$ cat src/rtl/segxl_pkg.sv
package segxl_pkg;

    typedef enum logic {
        CAUSE_SEG = 1'b0,
        CAUSE_LIM = 1'b1
    } fault_e;

    typedef struct packed {
        logic   trap;
        fault_e cause;
    } verdict_t;

    // segment-number fault outranks offset fault
    function automatic verdict_t judge(input logic seg_ok, input logic off_ok);
        verdict_t v;
        v.trap  = !(seg_ok && off_ok);
        v.cause = seg_ok ? CAUSE_LIM : CAUSE_SEG;
        return v;
    endfunction

endpackage

$ cat src/rtl/seg_table.sv
module seg_table #(
    parameter int SEG_W  = 3,
    parameter int BASE_W = 20,
    parameter int LIM_W  = 17
) (
    input  logic              clk,
    input  logic              rst,
    input  logic              wr_en,
    input  logic [SEG_W-1:0]  wr_idx,
    input  logic [BASE_W-1:0] wr_base,
    input  logic [LIM_W-1:0]  wr_limit,
    input  logic              len_wr,
    input  logic [SEG_W:0]    len_in,
    input  logic [SEG_W-1:0]  rd_idx,
    output logic [BASE_W-1:0] rd_base,
    output logic [LIM_W-1:0]  rd_limit,
    output logic [SEG_W:0]    len_q
);
    localparam int NSEG = 1 << SEG_W;

    logic [BASE_W-1:0] base_q  [NSEG];
    logic [LIM_W-1:0]  limit_q [NSEG];

    for (genvar i = 0; i < NSEG; i++) begin : g_ent
        always_ff @(posedge clk) begin
            if (rst) begin
                base_q[i]  <= '0;
                limit_q[i] <= '0;
            end else if (wr_en && (wr_idx == SEG_W'(i))) begin
                base_q[i]  <= wr_base;
                limit_q[i] <= wr_limit;
            end
        end
    end

    always_ff @(posedge clk) begin
        if (rst)
            len_q <= '0;
        else if (len_wr)
            len_q <= len_in;
    end

    assign rd_base  = base_q[rd_idx];
    assign rd_limit = limit_q[rd_idx];

endmodule

$ cat src/rtl/seg_check.sv
module seg_check
    import segxl_pkg::*;
#(
    parameter int SEG_W = 3,
    parameter int OFF_W = 16,
    parameter int PA_W  = 20
) (
    input  logic [SEG_W-1:0] seg,
    input  logic [OFF_W-1:0] off,
    input  logic [PA_W-1:0]  base,
    input  logic [OFF_W:0]   limit,
    input  logic [SEG_W:0]   len,
    output verdict_t         verdict,
    output logic [PA_W-1:0]  addr
);
    localparam int PAD_W = PA_W - OFF_W;

    logic seg_ok;
    logic off_ok;

    always_comb begin
        seg_ok  = {1'b0, seg} < len;
        off_ok  = {1'b0, off} < limit;
        verdict = judge(seg_ok, off_ok);
        addr    = base + {{PAD_W{1'b0}}, off};
    end

endmodule

$ cat src/rtl/seg_xlate_unit.sv
module seg_xlate_unit
    import segxl_pkg::*;
#(
    parameter int SEG_W = 3,
    parameter int OFF_W = 16,
    parameter int PA_W  = 20
) (
    input  logic             clk,
    input  logic             rst,
    input  logic             req_valid,
    input  logic [SEG_W-1:0] req_seg,
    input  logic [OFF_W-1:0] req_off,
    input  logic             tbl_we,
    input  logic [SEG_W-1:0] tbl_idx,
    input  logic [PA_W-1:0]  tbl_base,
    input  logic [OFF_W:0]   tbl_limit,
    input  logic             len_we,
    input  logic [SEG_W:0]   len_val,
    output logic             rsp_valid,
    output logic             rsp_trap,
    output logic             rsp_cause,
    output logic [PA_W-1:0]  rsp_addr
);
    localparam int LIM_W = OFF_W + 1;

    logic [PA_W-1:0]  ent_base;
    logic [LIM_W-1:0] ent_limit;
    logic [SEG_W:0]   len_q;
    verdict_t         verdict;
    logic [PA_W-1:0]  sum_addr;

    seg_table #(.SEG_W(SEG_W), .BASE_W(PA_W), .LIM_W(LIM_W)) u_table (
        .clk      (clk),
        .rst      (rst),
        .wr_en    (tbl_we),
        .wr_idx   (tbl_idx),
        .wr_base  (tbl_base),
        .wr_limit (tbl_limit),
        .len_wr   (len_we),
        .len_in   (len_val),
        .rd_idx   (req_seg),
        .rd_base  (ent_base),
        .rd_limit (ent_limit),
        .len_q    (len_q)
    );

    seg_check #(.SEG_W(SEG_W), .OFF_W(OFF_W), .PA_W(PA_W)) u_check (
        .seg     (req_seg),
        .off     (req_off),
        .base    (ent_base),
        .limit   (ent_limit),
        .len     (len_q),
        .verdict (verdict),
        .addr    (sum_addr)
    );

    always_ff @(posedge clk) begin
        if (rst || !req_valid) begin
            rsp_valid <= 1'b0;
            rsp_trap  <= 1'b0;
            rsp_cause <= 1'b0;
            rsp_addr  <= '0;
        end else begin
            rsp_valid <= 1'b1;
            rsp_trap  <= verdict.trap;
            rsp_cause <= verdict.trap ? logic'(verdict.cause) : 1'b0;
            rsp_addr  <= verdict.trap ? '0 : sum_addr;
        end
    end

endmodule

$ cat config.mk
export PLATFORM = sky130hd
export DESIGN_NAME = seg_xlate_unit
export DESIGN_NICKNAME = d
export VERILOG_FILES = /design/src/rtl/segxl_pkg.sv /design/src/rtl/seg_table.sv /design/src/rtl/seg_check.sv /design/src/rtl/seg_xlate_unit.sv
export SDC_FILE = /design/constraint.sdc
export NUM_CORES = 1
export LEC_CHECK = 0
export BUFFER_PORTS_ARGS = -buffer_cell sky130_fd_sc_hd__buf_4
export CAP_MARGIN = 20
export CELL_PAD_IN_SITES_DETAIL_PLACEMENT = 1
export CELL_PAD_IN_SITES_GLOBAL_PLACEMENT = 2
export CORE_UTILIZATION = 47
export DETAILED_ROUTE_END_ITERATION = 10
export PLACE_DENSITY_LB_ADDON = 0.1
export RECOVER_POWER = 25
export SLEW_MARGIN = 20
export SYNTH_ARGS = -nofsm -noshare
export SYNTH_HDL_FRONTEND = slang
export SYNTH_HIERARCHICAL = 1
export SYNTH_SLANG_ARGS = --single-unit
export TNS_END_PERCENT = 5
$ cat constraint.sdc
create_clock -name clk -period 5.4 [get_ports clk]
set_input_delay 0.27 -clock clk [delete_from_list [all_inputs] [get_ports clk]]
set_output_delay 0.27 -clock clk [all_outputs]
set_load 0.01 [all_outputs]
# ---- Word-level counts from Yosys, hierarchy flattened
# Memory sizes are Yosys's and may differ from the RTL's.
# Cells that the tools add are included.
dict set report classes {
  addsub 1
  mul 0
  n_div 0
  magnitude_cmp 2
  n_eq_ne 7
  shift 0
  muxes 44
  bitwise 17
  reduce_logical 15
}
# cell n
set op_table {}
lappend op_table {{20-bit two-way mux} 8}
lappend op_table {{17-bit two-way mux} 8}
lappend op_table {{1-bit two-way mux} 28}
lappend op_table {{20-bit by 16-bit adder with 20-bit output} 1}
lappend op_table {{16-bit by 17-bit less-than comparator with 1-bit output} 1}
lappend op_table {{1-bit OR} 16}
lappend op_table {{3-bit == test (second input constant)} 4}
lappend op_table {{1-bit logical AND} 9}
lappend op_table {{3-bit by 2-bit == test with 1-bit output (second input constant)} 2}
lappend op_table {{3-bit by 4-bit less-than comparator with 1-bit output} 1}
lappend op_table {{2-bit OR reduction} 2}
lappend op_table {{3-bit by 1-bit == test with 1-bit output (second input constant)} 1}
lappend op_table {{3-bit zero test} 1}
lappend op_table {{1-bit zero test} 2}
lappend op_table {{1-bit logical OR} 1}
lappend op_table {{1-bit NOT} 1}
dict set report totals {
  ff_bits 27
  latch_bits 0
  ram_bits 296
  rom_bits 0
  input_bits 68
  out_inout_bits 23
  word_cells 93
  mem_count 2
}
# name depth width read_ports rd_ports_with_merged_regs wr line_no
set memory_table {}
lappend memory_table {u_table.base_q 8 20 1 0 8 seg_table.sv:21} ;# logic [BASE_W-1:0] base_q [NSEG];
lappend memory_table {u_table.limit_q 8 17 1 0 8 seg_table.sv:22} ;# logic [LIM_W-1:0] limit_q [NSEG];

# ---- Logic depth before layout (Yosys ltp)
# Gate-level depths: netlist of run 1.
dict set report logic_depth {
  depth_word 6
  ltp_mapped 14
  mapped_depth_nobuf 11
}

# ---- Modules after synthesis
# The synthesis of run 1 kept the hierarchy.
# module instances cells_per_inst area_each_um2 seq_area_each_um2
set by_module_without_submodules {}
lappend by_module_without_submodules {seg_table 1 856 13230.2 8968.6}
lappend by_module_without_submodules {seg_check 1 170 1282.5 0.0}
lappend by_module_without_submodules {seg_xlate_unit 1 52 779.5 460.4}

# ---- Least setup slack after synthesis of run 1
# No wires, ideal clock.
dict set report synth_timing {
  path_kind {input port to flip-flop}
  from {input port req_seg[0]}
  to {register rsp_addr[12]}
  setup_ps 91
  t_arrival_ps 3220
  t_required_ps 5309
  slack_ps 2088
  cell_stages 13
  path_buffers 2
  path_cell_list {buf_6 buf_6 mux4_2 mux2_2 ha_1 fa_1 a21o_1 a221oi_2 o21ai_2 a21o_1 a21oi_2 xnor2_1 nor4bb_1}
}
dict set report synth_via {
  word_cells_on_any_way 8
  classes_between {1 x add/sub; 2 x order compare; 1 x bitwise; 2 x reduce/logical; 2 x memory}
}
# item line_no
set synth_rtl {}
lappend synth_rtl {{from (decl)} seg_xlate_unit.sv:11} ;# input logic [SEG_W-1:0] req_seg,
lappend synth_rtl {{memory 8 x 20 bit} n/a}
lappend synth_rtl {{named net ent_base[0]} seg_xlate_unit.sv:26} ;# logic [PA_W-1:0] ent_base;
lappend synth_rtl {{20-bit by 16-bit adder with 20-bit output} seg_check.sv:25} ;# addr = base + {{PAD_W{1'b0}}, off};
lappend synth_rtl {{named net sum_addr[12]} seg_xlate_unit.sv:30} ;# logic [PA_W-1:0] sum_addr;
lappend synth_rtl {{to (signal assigned)} seg_xlate_unit.sv:67} ;# rsp_addr <= verdict.trap ? '0 : sum_addr;
lappend synth_rtl {{to (decl)} seg_xlate_unit.sv:22} ;# output logic [PA_W-1:0] rsp_addr
# The timed path passes the listed nets, and every way through them passes these cells.
# A chain may end at the register's enable or synchronous reset.

==> results.cfg, run 1 <==
[power]
peakVddDrop_mv = 0.3296
seqPwrFrac = 0.468
clockPowerShare = 0.398
power.share.combinational = 0.134
p_int_uw = 4753
p_per_area_nw_per_um2 = 360.5
switching_share = 0.2443
p_leak_uw = 0.005802
p_switching_uw = 1536

[flow_run]
maxCapViolations = 5

[sta]
whs_ns = 0.01827
finalClockSkew_ns = 0.02121
tightest_slew_ns = 3.263
setup_viol_count_final = 0
fin_setup_tns_ns = 0
relSlewSlack = -1.175
fin_crit_sh = 0.7589
fmax_mhz = 244.0
hold_viol_final = 0
drv_slew = 262
rsz0062_at_grt = no
period_needed_ns = 4.098

[grt]
globalRoute.totalOverflow = 0
grtUsageTotal = 0.2630
first_global_vias = 10180
grt_pass1_wl_mm = 64.38
grt_antenna_before_repair = 1
grt_max_degree = 149

[worst_setup_path]
cp_cell_sequence = clkbuf_1 > nand3b_1 > clkbuf_2 > nor3_1
cp_max_fo = 148
worstPathArrival_ns = 4.22
critPathMaxStageDelay_ns = 2.29
crit_path_start_kind = input port
worstSetupPathType = input port to flop
slowest_stage = clkbuf_2
end_kind = flop
r2r_cells = 11
worstPathRequired_ns = 5.52

[logic_synthesis]
yosys_most_used_dff = edfxtp_1
synth_cell_type_count = 58
synth-seq-cells = 323
yosysWarnings = 6
syn_avg_cell_area_sq_um = 14.19
yosysSeqAreaShare = 0.6166
synth_area_sq_um = 15290
synthCells = 1078
async_flop_share = 0
synth_edf_count = 296
syn_nets = 1180

[finish]
final_area_sq_um = 17450
drive_gt1_frac = 0.2435
area.growth.synth_to_final_pct = 14.09
final_cell_mix = nor3_1, edfxtp_1, buf_4, mux4_2, clkinv_1
nets = 1237
nFillCells = 3106
final_common_cell = nor3_1
instances_no_fill = 1597
num_antenna_cells = 0

[floorplanning]
rows = 65
die-area_sq_um = 33260
core_sq_um = 31800
io_pins = 91
die_w_um = 182.4
die_h_um = 182.4
initial_core_util = 0.4809

[outcome]
violations = capacitance limit, slew limit
status = finished, violations left

[clock_tree]
hold_buffers = 3
cts-resized-gates = 0
h-tree-depth = 2
cts_tree = done
clkSlewWorstSetupHoldPaths_ns = 0.06
cts-root-buf = clkbuf_16
post-cts-setup-buffers = 0
clock-sinks = 323
cts_buffers = 37
clk_latency_ns = 0.52
cts_buffer_depth = 3

[routing]
drt_iter0_markers = 786
postRouteAntennaNets = 0
drt_wl_total_mm = 42.23
drcViolationCount = 0
vias = 9658
wl_per_cell_um = 26.44
vias_per_cell = 6.048
dr.pass1.iters = 5

[min_path]
hold_path_depth = 3
min_path_type = input port to flop

[placed_design]
dpl-instance-area_sq_um = 16340
place_inst = 1527
port_buffers = 90
routabilityCongestion = 0.7886
hpwl_mm = 24.53
## sequential cells by signal, indices dropped and copies added, names as in the netlist
register / count
rsp_valid: 1
rsp_cause: 1
u_table/limit_q: 136
rsp_addr: 20
rsp_trap: 1
u_table/base_q: 160
u_table/len_q: 4
## Yosys cell counts, types with 4 or more instances
cell        n  area (sq um)
a21o_1      9         67.56
a21oi_1    15         75.07
and4bb_2   15         187.7
buf_1      14         52.55
buf_2      11         55.05
buf_6       8         90.09
clkbuf_1   58         217.7
clkinv_1   37         138.9
dfxtp_1    27         540.5
edfxtp_1  296          8889
ha_1       33         412.9
inv_1      20         75.07
mux2_2     37         416.7
mux2i_1     4         40.04
mux4_2     74          1667
nand2_1    15         56.30
nand2b_1    6         37.54
nor2_1     12         45.04
nor3_1    297          1486
nor4bb_1    4         40.04
o21a_1      4         30.03
o21ai_0     7         35.03
o21bai_1    9         67.56
xnor2_1    12         105.1
xor2_1      4         35.03
## logic make-up (layout without fill, tap and decap cells)
family | Yosys count | in the layout | share of synthesized area
buffers and inverters | 153 | 237 | 0.04328
adders and majority gates | 34 | 34 | 0.02831
DFF | 323 | 323 | 0.6166
muxes | 115 | 115 | 0.1388
AOI/OAI and AO/OA | 69 | 69 | 0.03232
and+or+nand+nor | 368 | 368 | 0.1315
xor gates and xnor gates | 16 | 16 | 0.009164
## layer usage
metal / part of all wire / track usage
met5: 0.00040 / 0
met1: 0.44 / 0.3696
met4: 0.020 / 0.06655
met3: 0.059 / 0.04031
met2: 0.48 / 0.4302
## critical path, delay by kind of cell
kind / cells / cell delay [ns]
buf+inv: 2 / 3.47
simple gates: 2 / 0.36
## final timing paths
kind | startpoint | endpoint | slack, ns
max | rst | u_table/base_q[7][7]$_SDFFCE_PN0P_ | 1.30
min | len_val[3] | u_table/len_q[3]$_SDFFE_PP0P_ | 0.02
max reg2reg | u_table/base_q[0][0]$_SDFFCE_PN0P_ | rsp_addr[18]$_SDFF_PP0_ | 2.09
min reg2reg | u_table/len_q[2]$_SDFFE_PP0P_ | u_table/len_q[2]$_SDFFE_PP0P_ | 0.49
## stage by stage
step                  util  setup WS, ns  total power (uW)
floorplan                -         2.088              3536
global placement    0.5138         1.424              3832
detailed placement  0.5140         1.383              3846
CTS                 0.5526         1.894              6352
global route        0.5487        0.9792              6505
finish              0.5487         1.302              6290
## power groups by stage
| stage | combinational, uW | sequential, uW | clock [uW] |
|---|---|---|---|
| final | 845 | 2940 | 2500 |
| after global placement | 847 | 2990 | 0 |
| after CTS | 861 | 2940 | 2550 |
| after floorplan | 554 | 2980 | 0 |
| after detailed placement | 852 | 2990 | 0 |
| after global routing | 913 | 2960 | 2630 |
## cell type report
cell class                      instances  area, sq um  area share
Sequential cell                       323         9429      0.5404
Multi-Input combinational cell        602         5259      0.3014
Clock buffer                           48        977.2     0.05601
Timing Repair Buffer                  114        803.3     0.04604
Tap cell                              435        544.3     0.03120
Clock inverter                         18        220.2     0.01262
Inverter                               57        214.0     0.01226
(Power assumes the default switching activity.)
==> inputs of run 2 (changes only) <==
--- a/config.mk
+++ b/config.mk
@@ -9,7 +9,7 @@
 export CAP_MARGIN = 20
 export CELL_PAD_IN_SITES_DETAIL_PLACEMENT = 1
 export CELL_PAD_IN_SITES_GLOBAL_PLACEMENT = 2
-export CORE_UTILIZATION = 47
+export CORE_UTILIZATION = 40
 export DETAILED_ROUTE_END_ITERATION = 10
 export PLACE_DENSITY_LB_ADDON = 0.1
 export RECOVER_POWER = 25
==> constraint.sdc (replaced) <==
create_clock -name clk -period 3.4 [get_ports clk]
set_input_delay 0.17 -clock clk [delete_from_list [all_inputs] [get_ports clk]]
set_output_delay 0.17 -clock clk [all_outputs]
set_load 0.01 [all_outputs]
==> results.cfg, run 2 (synthesis results as in run 1) <==
[grt]
use_met3 = 0.03090
first_global_vias = 10250
use_met1 = 0.3231
grt_antenna_before_repair = 0
grt_use_met2 = 0.4005
grt_pass1_wl_mm = 67.19
grt-busiest-layer = met2
globalRoute.totalOverflow = 0
grtUsageTotal = 0.2362
grt_max_degree = 149

[finish]
nets = 1285
final_core_util = 0.4773
final_area_sq_um = 17980
top_register = u_table/base_q
area.growth.synth_to_final_pct = 17.57
multi_input_area_sq_um = 5251
largest_reg_flops = 160
regArea_sq_um = 9429
final_cell_mix = nor3_1, edfxtp_1, buf_4, mux4_2, clkinv_1
final_common_cell = nor3_1
nFillCells = 3842
reg_top3 = u_table/base_q (160), u_table/limit_q (136), rsp_addr (20)
drive_gt1_frac = 0.2651
num_antenna_cells = 0

[routing]
postRouteAntennaNets = 0
drt_wl_total_mm = 44.57
wl_per_cell_um = 25.88
vias = 9699
drt_iter0_markers = 619
vias_per_cell = 5.632
dr.pass1.iters = 4
drcViolationCount = 0

[floorplanning]
initial_core_util = 0.4060
die_w_um = 197.5
io_pins = 91
rows = 71
die_h_um = 197.5
die-area_sq_um = 39020
core_sq_um = 37670

[flow_run]
maxCapViolations = 6

[power]
peakVddDrop_mv = 0.3443
seqPwrFrac = 0.464
p_per_area_nw_per_um2 = 559.8
power.share.combinational = 0.145
p_int_uw = 7554
p_switching_uw = 2511
clockPowerShare = 0.391
p_leak_uw = 0.006023
switching_share = 0.2495

[sta]
period_needed_ns = 3.228
fin_crit_sh = 0.9495
whs_ns = 0.1066
worst_slack_ns = 0.1716
rsz0062_at_grt = no
tightest_slew_ns = 2.293
fmax_mhz = 309.8
drv_slew = 257
finalClockSkew_ns = 0.02006
relSlewSlack = -0.5320
hold_viol_final = 0
setup_viol_count_final = 0

[worst_setup_path]
cp_max_fo = 4
critical_path_depth = 13
r2r_cells = 13
worstSetupPathType = flop to flop
crit_path_start_kind = flop
critPathMaxStageDelay_ns = 0.48
r2r-end = rsp_addr[18]$_SDFF_PP0_
crit_family = multiplexers
startpoint = u_table/base_q[5][0]$_SDFFCE_PN0P_
worstPathRequired_ns = 3.83
critPathCapture = rsp_addr[18]$_SDFF_PP0_
regToRegSetupSlack_ns = 0.17
slowest_stage = mux4_2
cp_cell_sequence = mux4_2 > mux2_4 > ha_2 > fa_2 > a21o_1 > a221oi_2 > buf_4 > o21ai_2 > a31oi_1 > buf_4 > nor2_1 > xor2_1 > and4bb_2
crit_top_cell = buf_4
cp_num_buf_inv = 2
timing.rr.start = u_table/base_q[5][0]$_SDFFCE_PN0P_
worstPathArrival_ns = 3.66
end_kind = flop

[outcome]
violations = capacitance limit, slew limit
status = finished, violations left

[clock_tree]
clk_latency_ns = 0.54
post-cts-setup-buffers = 0
clkSlewWorstSetupHoldPaths_ns = 0.06
cts_buffer_depth = 3
cts_tree = done
cts-root-buf = clkbuf_16
h-tree-depth = 2
clock-sinks = 323
cts_buffers = 37

[placed_design]
pre_cts_slack_ns = 0.01221
dpl-instance-area_sq_um = 16880
port_buffers = 90
routabilityCongestion = 0.7981
hpwl_mm = 27.63

[min_path]
min_path_type = input port to flop
[run 2: cell count changes in the layout (fill, tap and decap cells not counted), moves of 5 or more]
cell | before | now
buf_12 | 1 | 11
clkbuf_1 | 34 | 39
dlygate4sd3_1 | 3 | 9
buf_4 | 84 | 112
[run 2: tightest hold or removal path, cell delays in order]
cell and delay [ns]:
buf_4 0.11, clkinv_1 0.12, nor3_1 0.07
[run 2: power by group through the flow]
stage	Combinational [uW]	Sequential (uW)	Clock, uW
after global routing	1580	4700	4150
after floorplan	879	4740	0
final	1460	4670	3930
after global placement	1480	4740	0
after CTS	1500	4670	4020
after detailed placement	1490	4760	0
[run 2: routing by layer]
| layer | up-vias | share of wire |
|---|---|---|
| li1 | 4396 | - |
| met1 | 5019 | 0.44 |
| met2 | 235 | 0.50 |
| met3 | 49 | 0.042 |
| met4 | 0 | 0.019 |
| met5 | - | 0 |
[run 2: through the flow]
step	power (uW)	TNS, ns	cells
6_report	10070	0	1722
5_1_grt	10430	0	1722
4_1_cts	10200	0	1722
3_5_place_dp	6243	0	1646
3_3_place_gp	6223	-0.6153	1646
2_1_floorplan	5617	0	1078
[run 2: how the worst min path moves through the flow]
stage / end / slack, ns / cells after the start / start
after floorplan: u_table/len_q[3]$_SDFFE_PP0P_ / 0.32 / 2 / len_val[3]
after global placement: u_table/len_q[1]$_SDFFE_PP0P_ / 0.41 / 3 / len_val[1]
after detailed placement: u_table/len_q[0]$_SDFFE_PP0P_ / 0.42 / 3 / len_val[0]
after CTS: u_table/len_q[0]$_SDFFE_PP0P_ / 0.03 / 2 / rst
after global routing: u_table/limit_q[1][3]$_SDFFCE_PN0P_ / 0.13 / 3 / tbl_limit[3]
final: u_table/limit_q[5][0]$_SDFFCE_PN0P_ / 0.11 / 3 / tbl_limit[0]
[run 2: timing repair]
action,CTS,global route
gates resized for setup,0,4
setup endpoints to repair,0,5
hold buffers,9,0
hold endpoints to repair,9,0
[run 2: final cells by class]
type                       instances  share of cell area
sequential                       323              0.5244
multi-input combinational        602              0.2921
timing repair buffer             162             0.07049
clock buffer                      49             0.05637
tap                              511             0.03556
inverter                          57             0.01190
clock inverter                    18            0.009186
